--- src/rtl/i2c_tgt_pkg.sv ---
`timescale 1ns/1ps
package i2c_tgt_pkg;
  typedef enum logic [1:0] {
    ST_IDLE = 2'd0,
    ST_ADDR = 2'd1,
    ST_DATA = 2'd2,
    ST_ACK  = 2'd3
  } rx_state_t;
endpackage

--- src/rtl/i2c_tgt_linemon.sv ---
`timescale 1ns/1ps
// Synchronises one SCL/SDA pair and derives bus events.
module i2c_tgt_linemon #(
  parameter int SYNC_STAGES = 2
) (
  input  logic clk,
  input  logic rst,
  input  logic en,
  input  logic scl_raw,
  input  logic sda_raw,
  output logic sda_s,
  output logic start_ev,
  output logic stop_ev,
  output logic rise_ev,
  output logic fall_ev
);
  localparam int TOP = SYNC_STAGES - 1;

  logic [TOP:0] scl_sr, sda_sr;
  logic         scl_q, sda_q, scl_s;

  generate
    if (SYNC_STAGES == 1) begin : g_one
      always_ff @(posedge clk) begin
        if (rst) begin
          scl_sr <= '1;
          sda_sr <= '1;
        end else begin
          scl_sr <= scl_raw;
          sda_sr <= sda_raw;
        end
      end
    end else begin : g_many
      always_ff @(posedge clk) begin
        if (rst) begin
          scl_sr <= '1;
          sda_sr <= '1;
        end else begin
          scl_sr <= {scl_sr[TOP-1:0], scl_raw};
          sda_sr <= {sda_sr[TOP-1:0], sda_raw};
        end
      end
    end
  endgenerate

  always_ff @(posedge clk) begin
    if (rst) begin
      scl_q <= 1'b1;
      sda_q <= 1'b1;
    end else begin
      scl_q <= scl_s;
      sda_q <= sda_s;
    end
  end

  assign scl_s    = scl_sr[TOP];
  assign sda_s    = sda_sr[TOP];
  assign start_ev = en & scl_s & scl_q & sda_q & ~sda_s;
  assign stop_ev  = en & scl_s & scl_q & ~sda_q & sda_s;
  assign rise_ev  = en & scl_s & ~scl_q;
  assign fall_ev  = en & ~scl_s & scl_q;
endmodule

--- src/rtl/i2c_tgt_rx.sv ---
`timescale 1ns/1ps
// Bit counter, address compare and acknowledge control.
module i2c_tgt_rx
  import i2c_tgt_pkg::*;
#(
  parameter int ADDR_W = 7
) (
  input  logic              clk,
  input  logic              rst,
  input  logic              en,
  input  logic [ADDR_W-1:0] own_addr,
  input  logic              sda_s,
  input  logic              start_ev,
  input  logic              stop_ev,
  input  logic              rise_ev,
  input  logic              fall_ev,
  output logic              ack_drive,
  output logic              match_hit,
  output logic              byte_hit,
  output logic [ADDR_W:0]   byte_val,
  output logic              first_byte
);
  localparam int BYTE_W = ADDR_W + 1;
  localparam int CNT_W  = $clog2(BYTE_W + 1);
  localparam logic [CNT_W-1:0] LAST = CNT_W'(BYTE_W - 1);
  localparam logic [CNT_W-1:0] FULL = CNT_W'(BYTE_W);

  rx_state_t         st;
  logic [CNT_W-1:0]  cnt;
  logic [BYTE_W-1:0] sh;
  logic              addr_ok, ack_q, first_q, last_rise, shifting;

  assign last_rise  = rise_ev && (cnt == LAST);
  assign shifting   = (st == ST_ADDR || st == ST_DATA) && (cnt != FULL);
  assign byte_val   = {sh[BYTE_W-2:0], sda_s};
  assign match_hit  = last_rise && st == ST_ADDR && sh[ADDR_W-1:0] == own_addr && !sda_s;
  assign byte_hit   = last_rise && st == ST_DATA;
  assign ack_drive  = ack_q;
  assign first_byte = first_q;

  always_ff @(posedge clk) begin
    if (rst || !en) begin
      st      <= ST_IDLE;
      cnt     <= '0;
      sh      <= '0;
      addr_ok <= 1'b0;
      ack_q   <= 1'b0;
      first_q <= 1'b0;
    end else if (start_ev) begin
      st      <= ST_ADDR;
      cnt     <= '0;
      addr_ok <= 1'b0;
      ack_q   <= 1'b0;
      first_q <= 1'b0;
    end else if (stop_ev) begin
      st    <= ST_IDLE;
      ack_q <= 1'b0;
    end else if (rise_ev) begin
      if (shifting) begin
        sh  <= byte_val;
        cnt <= cnt + CNT_W'(1);
      end
      if (match_hit) begin
        addr_ok <= 1'b1;
        first_q <= 1'b1;
      end
      if (byte_hit) first_q <= 1'b0;
    end else if (fall_ev) begin
      case (st)
        ST_ACK: begin
          ack_q <= 1'b0;
          st    <= ST_DATA;
          cnt   <= '0;
        end
        ST_ADDR: if (cnt == FULL) begin
          if (addr_ok) begin
            ack_q <= 1'b1;
            st    <= ST_ACK;
          end else begin
            st <= ST_IDLE;
          end
        end
        ST_DATA: if (cnt == FULL) begin
          ack_q <= 1'b1;
          st    <= ST_ACK;
        end
        default: ;
      endcase
    end
  end


  quiet_off_chk: assert property (@(posedge clk) disable iff (rst) !en |=> !ack_drive);

  ack_on_fall_chk: assert property (@(posedge clk) disable iff (rst) $rose(ack_drive) |-> $past(fall_ev));
endmodule

--- src/rtl/i2c_tgt_flags.sv ---
`timescale 1ns/1ps
// Status flags, receive buffer and interrupt output.
module i2c_tgt_flags #(
  parameter int BYTE_W = 8
) (
  input  logic              clk,
  input  logic              rst,
  input  logic              start_ev,
  input  logic              stop_ev,
  input  logic              match_hit,
  input  logic              byte_hit,
  input  logic [BYTE_W-1:0] byte_val,
  input  logic              first_byte,
  input  logic              buf_rd,
  input  logic              match_wr,
  input  logic              match_wdata,
  input  logic              ie_buf,
  input  logic              ie_match,
  output logic              flag_start,
  output logic              flag_match,
  output logic              flag_buf,
  output logic              flag_word,
  output logic [BYTE_W-1:0] rx_data,
  output logic              irq_n
);
  always_ff @(posedge clk) begin
    if (rst) begin
      flag_start <= 1'b0;
      flag_match <= 1'b0;
      flag_buf   <= 1'b0;
      flag_word  <= 1'b0;
      rx_data    <= '0;
      irq_n      <= 1'b1;
    end else begin
      irq_n <= !((flag_buf && ie_buf) || (flag_match && ie_match));
      if (start_ev)     flag_start <= 1'b1;
      else if (stop_ev) flag_start <= 1'b0;
      if (match_hit)                      flag_match <= 1'b1;
      else if (match_wr && !match_wdata)  flag_match <= 1'b0;
      if (byte_hit) begin
        flag_buf  <= 1'b1;
        flag_word <= first_byte;
        rx_data   <= byte_val;
      end else if (buf_rd) begin
        flag_buf <= 1'b0;
      end
    end
  end


  stop_clears_chk: assert property (@(posedge clk) disable iff (rst) stop_ev |=> !flag_start);

  read_clears_chk: assert property (@(posedge clk) disable iff (rst) (buf_rd && !byte_hit) |=> !flag_buf);

  one_no_effect_chk: assert property (@(posedge clk) disable iff (rst)
    (match_wr && match_wdata && flag_match) |=> flag_match);

  zero_clears_chk: assert property (@(posedge clk) disable iff (rst)
    (match_wr && !match_wdata && !match_hit) |=> !flag_match);

  irq_low_chk: assert property (@(posedge clk) disable iff (rst) (flag_buf && ie_buf) |=> !irq_n);
endmodule

--- src/rtl/i2c_flag_target.sv ---
`timescale 1ns/1ps
// Receive-only I2C target with host status flags.
module i2c_flag_target #(
  parameter int ADDR_W      = 7,
  parameter int SYNC_STAGES = 2
) (
  input  logic              clk,
  input  logic              rst,
  input  logic              en,
  input  logic              pin_sel,
  input  logic [ADDR_W-1:0] own_addr,
  input  logic              ie_buf,
  input  logic              ie_match,
  input  logic              buf_rd,
  input  logic              match_wr,
  input  logic              match_wdata,
  input  logic              scl_a,
  input  logic              sda_a_in,
  output logic              sda_a_oe,
  input  logic              scl_b,
  input  logic              sda_b_in,
  output logic              sda_b_oe,
  output logic [ADDR_W:0]   rx_data,
  output logic              flag_start,
  output logic              flag_match,
  output logic              flag_buf,
  output logic              flag_word,
  output logic              irq_n
);
  localparam int BYTE_W = ADDR_W + 1;

  logic scl_raw, sda_raw, sda_s;
  logic start_ev, stop_ev, rise_ev, fall_ev;
  logic ack_drive, match_hit, byte_hit, first_byte;
  logic [BYTE_W-1:0] byte_val;

  assign scl_raw = pin_sel ? scl_a : scl_b;
  assign sda_raw = pin_sel ? sda_a_in : sda_b_in;

  i2c_tgt_linemon #(.SYNC_STAGES(SYNC_STAGES)) u_mon (
    .clk(clk), .rst(rst), .en(en), .scl_raw(scl_raw), .sda_raw(sda_raw),
    .sda_s(sda_s), .start_ev(start_ev), .stop_ev(stop_ev),
    .rise_ev(rise_ev), .fall_ev(fall_ev)
  );

  i2c_tgt_rx #(.ADDR_W(ADDR_W)) u_rx (
    .clk(clk), .rst(rst), .en(en), .own_addr(own_addr), .sda_s(sda_s),
    .start_ev(start_ev), .stop_ev(stop_ev), .rise_ev(rise_ev), .fall_ev(fall_ev),
    .ack_drive(ack_drive), .match_hit(match_hit), .byte_hit(byte_hit),
    .byte_val(byte_val), .first_byte(first_byte)
  );

  i2c_tgt_flags #(.BYTE_W(BYTE_W)) u_flags (
    .clk(clk), .rst(rst), .start_ev(start_ev), .stop_ev(stop_ev),
    .match_hit(match_hit), .byte_hit(byte_hit), .byte_val(byte_val),
    .first_byte(first_byte), .buf_rd(buf_rd), .match_wr(match_wr),
    .match_wdata(match_wdata), .ie_buf(ie_buf), .ie_match(ie_match),
    .flag_start(flag_start), .flag_match(flag_match), .flag_buf(flag_buf),
    .flag_word(flag_word), .rx_data(rx_data), .irq_n(irq_n)
  );

  assign sda_a_oe = ack_drive & pin_sel;
  assign sda_b_oe = ack_drive & ~pin_sel;


  pair_excl_chk: assert property (@(posedge clk) disable iff (rst) sda_a_oe |-> pin_sel);
endmodule

--- config.mk ---
export PLATFORM = sky130hd
export DESIGN_NAME = i2c_flag_target
export DESIGN_NICKNAME = d
export VERILOG_FILES = /design/src/rtl/i2c_tgt_pkg.sv /design/src/rtl/i2c_tgt_linemon.sv /design/src/rtl/i2c_tgt_rx.sv /design/src/rtl/i2c_tgt_flags.sv /design/src/rtl/i2c_flag_target.sv
export SDC_FILE = /design/constraint.sdc
export NUM_CORES = 1
export LEC_CHECK = 0
export ABC_CLOCK_PERIOD_IN_PS = 1900
export CAP_MARGIN = 10
export CORE_ASPECT_RATIO = 0.6
export CORE_MARGIN = 2
export CORE_UTILIZATION = 46
export CTS_BUF_LIST = sky130_fd_sc_hd__clkbuf_2 sky130_fd_sc_hd__clkbuf_4 sky130_fd_sc_hd__clkbuf_8
export DETAILED_ROUTE_END_ITERATION = 16
export GPL_TIMING_DRIVEN = 0
export PLACE_DENSITY = 0.76
export SETUP_SLACK_MARGIN = 0.02
export SYNTH_ARGS = -nofsm -noshare
export SYNTH_HDL_FRONTEND = slang
export SYNTH_HIERARCHICAL = 1
export SYNTH_SLANG_ARGS = --single-unit
export TNS_END_PERCENT = 5
--- constraint.sdc ---
create_clock -name clk -period 1.9 [get_ports clk]
set_clock_uncertainty 0.2 [all_clocks]
set_input_delay 0.19 -clock clk [delete_from_list [all_inputs] [get_ports clk]]
set_output_delay 0.19 -clock clk [all_outputs]
set_load 0.1 [all_outputs]
==> run_results.csv <==
group,metric,value,unit
status,result_of_the_run,"completed",
critical_path,regToRegSetupSlack,0.05,ns
detailed_routing,post-route-drc-count,0,
sta,drv_slew,0,
floorplanning,core.rowCount,17,
final_layout,fill_cells,313,
synth,synth_async_sr_flop_share,0,%
floorplanning,initial_core_util,47.1,%
critical_path,setup.worst_path.start,"u_mon/scl_q",
pwr,seq_power_share,53.4,%
sta,clock.fmax,542,MHz
critical_path,worst_r2r_endpoint,"u_rx/sh[2]",
clock_tree,clk_root_buffer_cell,"sky130_fd_sc_hd__clkbuf_8",
hold_path,hold_class,"reg2reg",
synth,ys_seq_area_share,41.4,%
detailed_routing,totalWireLength,3.69,mm
final_layout,n_antenna_cell,0,
synth,netlist-cell-type-count,43,
global_route,grt_first_pass_wirelength,5.86,mm
detailed_routing,drtAntennaViolNets,0,
critical_path,required_time_of_the_critical_path,1.87,ns
floorplanning,dieArea,0.00419,mm2
critical_path,cp-end-kind,"flop",
critical_path,worst-path-stages,7,
pwr,total_power,1.40,mW
sta,worstMarginPinSlew,0.961,ns
clock_tree,cts_tree,"yes",
run,drv_cap,0,
pwr,ir_worst_vdd,464,uV
global_route,vias_in_the_first_global_route,1238,
synth,synth_area_leader_cell,"sky130_fd_sc_hd__dfxtp_1",
sta,max-slew-margin-rel,36.2,%
critical_path,cells_along_the_critical_path,"nand3_2 > nor3b_4 > and2b_1 > and4b_1 > buf_4 > mux2i_1 > nor2_1",
clock_tree,cts-root-to-sink-buffers,2,
pwr,power_switching_share,22.0,%
sta,finalCritPeriodShare,97.2,%
final_layout,final_cell_area,0.00222,mm2
pwr,power_frac_clock,38.3,%
synth,synthesis.area_per_instance,10.1,um2
floorplanning,die_h,51.0,um
synth,synth_top_cell_area_share,41.4,%
critical_path,critPathSlowestCell,"sky130_fd_sc_hd__dfxtp_2",
clock_tree,cts_sinks,35,
sta,final-setup-viol-count,0,
clock_tree,cts_hold_buf,0,
placed_design,numPortBuffers,34,
synth,synth-seq-cells,35,
critical_path,r2r_cells,7,
synth,synthesized_net_count,194,
sta,final-hold-violation-count,0,
synth,synth_top_flop_cell,"sky130_fd_sc_hd__dfxtp_1",
placed_design,post-place-cells,249,
detailed_routing,drt_first_iter_violations,61,
final_layout,layout_cell_share_with_drive_strength_beyond_1,22.5,%
final_layout,finish.net_count,238,
detailed_routing,routed_via_density,5.15,
synth,post_synthesis_instance_area,0.00169,mm2
floorplanning,fp.dieW,82.3,um
global_route,grt_max_degree,12,
pwr,switchingPower,0.307,mW
sta,final_period_minus_worst_setup_slack,1.85,ns
synth,synthesis.instances,168,
floorplanning,core_region_area,0.00359,mm2
placed_design,gp_congestion,0.889,
synth,ys.warnings.count,6,
synth,post_synth_main_area_contributors,"sky130_fd_sc_hd__dfxtp_1 41%, sky130_fd_sc_hd__mux2i_1 10%, sky130_fd_sc_hd__nor2_1 4.9%, sky130_fd_sc_hd__ha_1 4.4%, sky130_fd_sc_hd__a21oi_1 2.1%",
critical_path,worst-setup-path-type,"reg2reg",
pwr,power.leakage,0.826,nW
critical_path,reg2reg_from,"u_mon/scl_q",
detailed_routing,wl_per_cell,14.2,um
critical_path,critPathMaxFanout,7,
sta,timing.setup.tns,0,ns
pwr,internal-power,1.09,mW
final_layout,fin_cells,260,
final_layout,area_delta_synth_final,31.5,%
clock_tree,htree_num_levels,2,
pwr,p_per_area,629,mW/mm2
detailed_routing,drtPass1Iterations,4,
synth,synth_enable_flop_cells,0,
critical_path,crit_buf_inv,1,
detailed_routing,via_count,1340,
clock_tree,cts_buffer_count,5,
global_route,grt_antenna_before_repair,0,
placed_design,hpwlAfterDp,2.77,mm
pwr,share_comb_of_total_power,8.4,%
global_route,global_route_total_usage_across_every_layer,19.4,%
critical_path,critPathLaunchType,"flop",
sta,rsz0062_at_grt,"yes",
critical_path,timing.critical_path.to,"u_rx/sh[2]",
global_route,grt_overflow,0,
clock_tree,clock_insertion_delay_worst_skew,0.28,ns
final_layout,most-common-layout-cells,"30 x sky130_fd_sc_hd__dfxtp_1, 21 x sky130_fd_sc_hd__nor2_1, 17 x sky130_fd_sc_hd__clkdlybuf4s50_1, 17 x sky130_fd_sc_hd__mux2i_1, 8 x sky130_fd_sc_hd__inv_1",
critical_path,worstPathArrival,1.82,ns
floorplanning,io_pins,35,
clock_tree,clk_pin_slew,0.07,ns
final_layout,mostFrequentLayoutCell,"sky130_fd_sc_hd__dfxtp_1",
critical_path,critical-path-max-stage-delay,0.37,ns
critical_path,critical-path-top-delay-family,"simple AND/OR/NAND/NOR gates",
placed_design,placedInstanceArea,0.00209,mm2
metal layers:
| metal | up-vias | GRT usage [%] | share of wire, % |
|---|---|---|---|
| li1 | 667 | - | - |
| met1 | 625 | 25.7 | 49 |
| met4 | 0 | 7.50 | 1.2 |
| met5 | - | 0 | 0 |
| met2 | 44 | 29.3 | 43 |
| met3 | 4 | 6.36 | 6.8 |
cell families after synthesis:
| kind of cell | synth area share [%] |
|---|---|
| muxes | 12.1 |
| DFF | 41.4 |
| and+or+nand+nor | 24.3 |
| adders and majority gates | 4.44 |
| AOI/OAI and AO/OA | 9.54 |
| buffers and inverters | 4.59 |
| xor gates and xnor gates | 3.62 |
power groups by stage:
| stage | registers (mW) | clock network, mW | logic [mW] |
|---|---|---|---|
| 2_1_floorplan | 0.767 | 0 | 0.0500 |
| 3_3_place_gp | 0.762 | 0 | 0.110 |
| 3_5_place_dp | 0.763 | 0 | 0.113 |
| 4_1_cts | 0.747 | 0.553 | 0.114 |
| 5_1_grt | 0.747 | 0.585 | 0.126 |
| 6_report | 0.747 | 0.535 | 0.117 |
cell type report:
type / instances / area, um2 / area share [%]
buffer: 6 / 47.5 / 2.14
clock buffer: 7 / 83.8 / 3.77
clock inverter: 1 / 5.00 / 0.225
inverter: 8 / 30.0 / 1.35
multi-input combinational: 119 / 945 / 42.5
sequential: 35 / 709 / 31.9
tap: 47 / 58.8 / 2.64
timing repair buffer: 37 / 345 / 15.5
through the flow:
stage	hold slack [ns]	utilization, %	setup slack [ns]
finish	0.213	61.9	0.0539
detailed placement	0.205	58.2	-0.662
global placement	0.186	58.2	-0.628
CTS	0.221	61.1	0.0213
global route	0.242	61.9	-0.0212
floorplan	0.0591	-	0.0474
registers in the layout, summed over array words and instances (netlist names), 2 cells and up:
register         flops
u_mon/sda_sr         2
u_flags/rx_data      8
u_rx/sh              7
u_rx/st              2
u_mon/scl_sr         2
u_rx/cnt             4
Yosys cell counts, types with 2 or more instances:
master	instances
sky130_fd_sc_hd__dfxtp_1	35
sky130_fd_sc_hd__nor2_1	22
sky130_fd_sc_hd__mux2i_1	17
sky130_fd_sc_hd__inv_1	8
sky130_fd_sc_hd__a21oi_1	7
sky130_fd_sc_hd__ha_1	6
sky130_fd_sc_hd__nand2b_1	5
sky130_fd_sc_hd__or2_1	5
sky130_fd_sc_hd__xor2_1	4
sky130_fd_sc_hd__and4b_1	3
sky130_fd_sc_hd__mux2_2	3
sky130_fd_sc_hd__nand2_1	3
sky130_fd_sc_hd__nand3_1	3
sky130_fd_sc_hd__nor3_1	3
sky130_fd_sc_hd__o21a_1	3
sky130_fd_sc_hd__or2_2	3
sky130_fd_sc_hd__xnor2_1	3
sky130_fd_sc_hd__a211oi_1	2
sky130_fd_sc_hd__a311oi_1	2
sky130_fd_sc_hd__and3b_1	2
sky130_fd_sc_hd__buf_2	2
sky130_fd_sc_hd__buf_4	2
sky130_fd_sc_hd__buf_6	2
sky130_fd_sc_hd__nor2b_1	2
sky130_fd_sc_hd__nor3b_2	2
sky130_fd_sc_hd__nor4_1	2
worst register-to-register path, stage by stage, from the launching register on:
cell	delay, ns
sky130_fd_sc_hd__dfxtp_2	0.37
sky130_fd_sc_hd__nand3_2	0.13
sky130_fd_sc_hd__nor3b_4	0.22
sky130_fd_sc_hd__and2b_1	0.24
sky130_fd_sc_hd__and4b_1	0.19
sky130_fd_sc_hd__buf_4	0.17
sky130_fd_sc_hd__mux2i_1	0.17
sky130_fd_sc_hd__nor2_1	0.06
how the worst min path moves through the flow:
stage | start | endpoint | slack, ns | cells after the start
after floorplan | rst | u_flags/flag_start | 0.06 | 1
after global placement | u_mon/scl_sr[0] | u_mon/scl_sr[1] | 0.19 | 1
after detailed placement | u_mon/scl_sr[0] | u_mon/scl_sr[1] | 0.20 | 1
after CTS | u_mon/scl_sr[0] | u_mon/scl_sr[1] | 0.22 | 1
after global routing | u_mon/sda_sr[0] | u_mon/sda_sr[1] | 0.24 | 1
final | u_mon/scl_sr[0] | u_mon/scl_sr[1] | 0.21 | 1
what timing repair did:
action | in CTS | in global routing
cloned | 0 | 0
buffers inserted | 1 | 2
pin swaps | 2 | 2
gates resized for setup | 31 | 17
endpoints found under the setup margin | 42 | 32
Note: power is estimated with default switching activity, not from simulation.
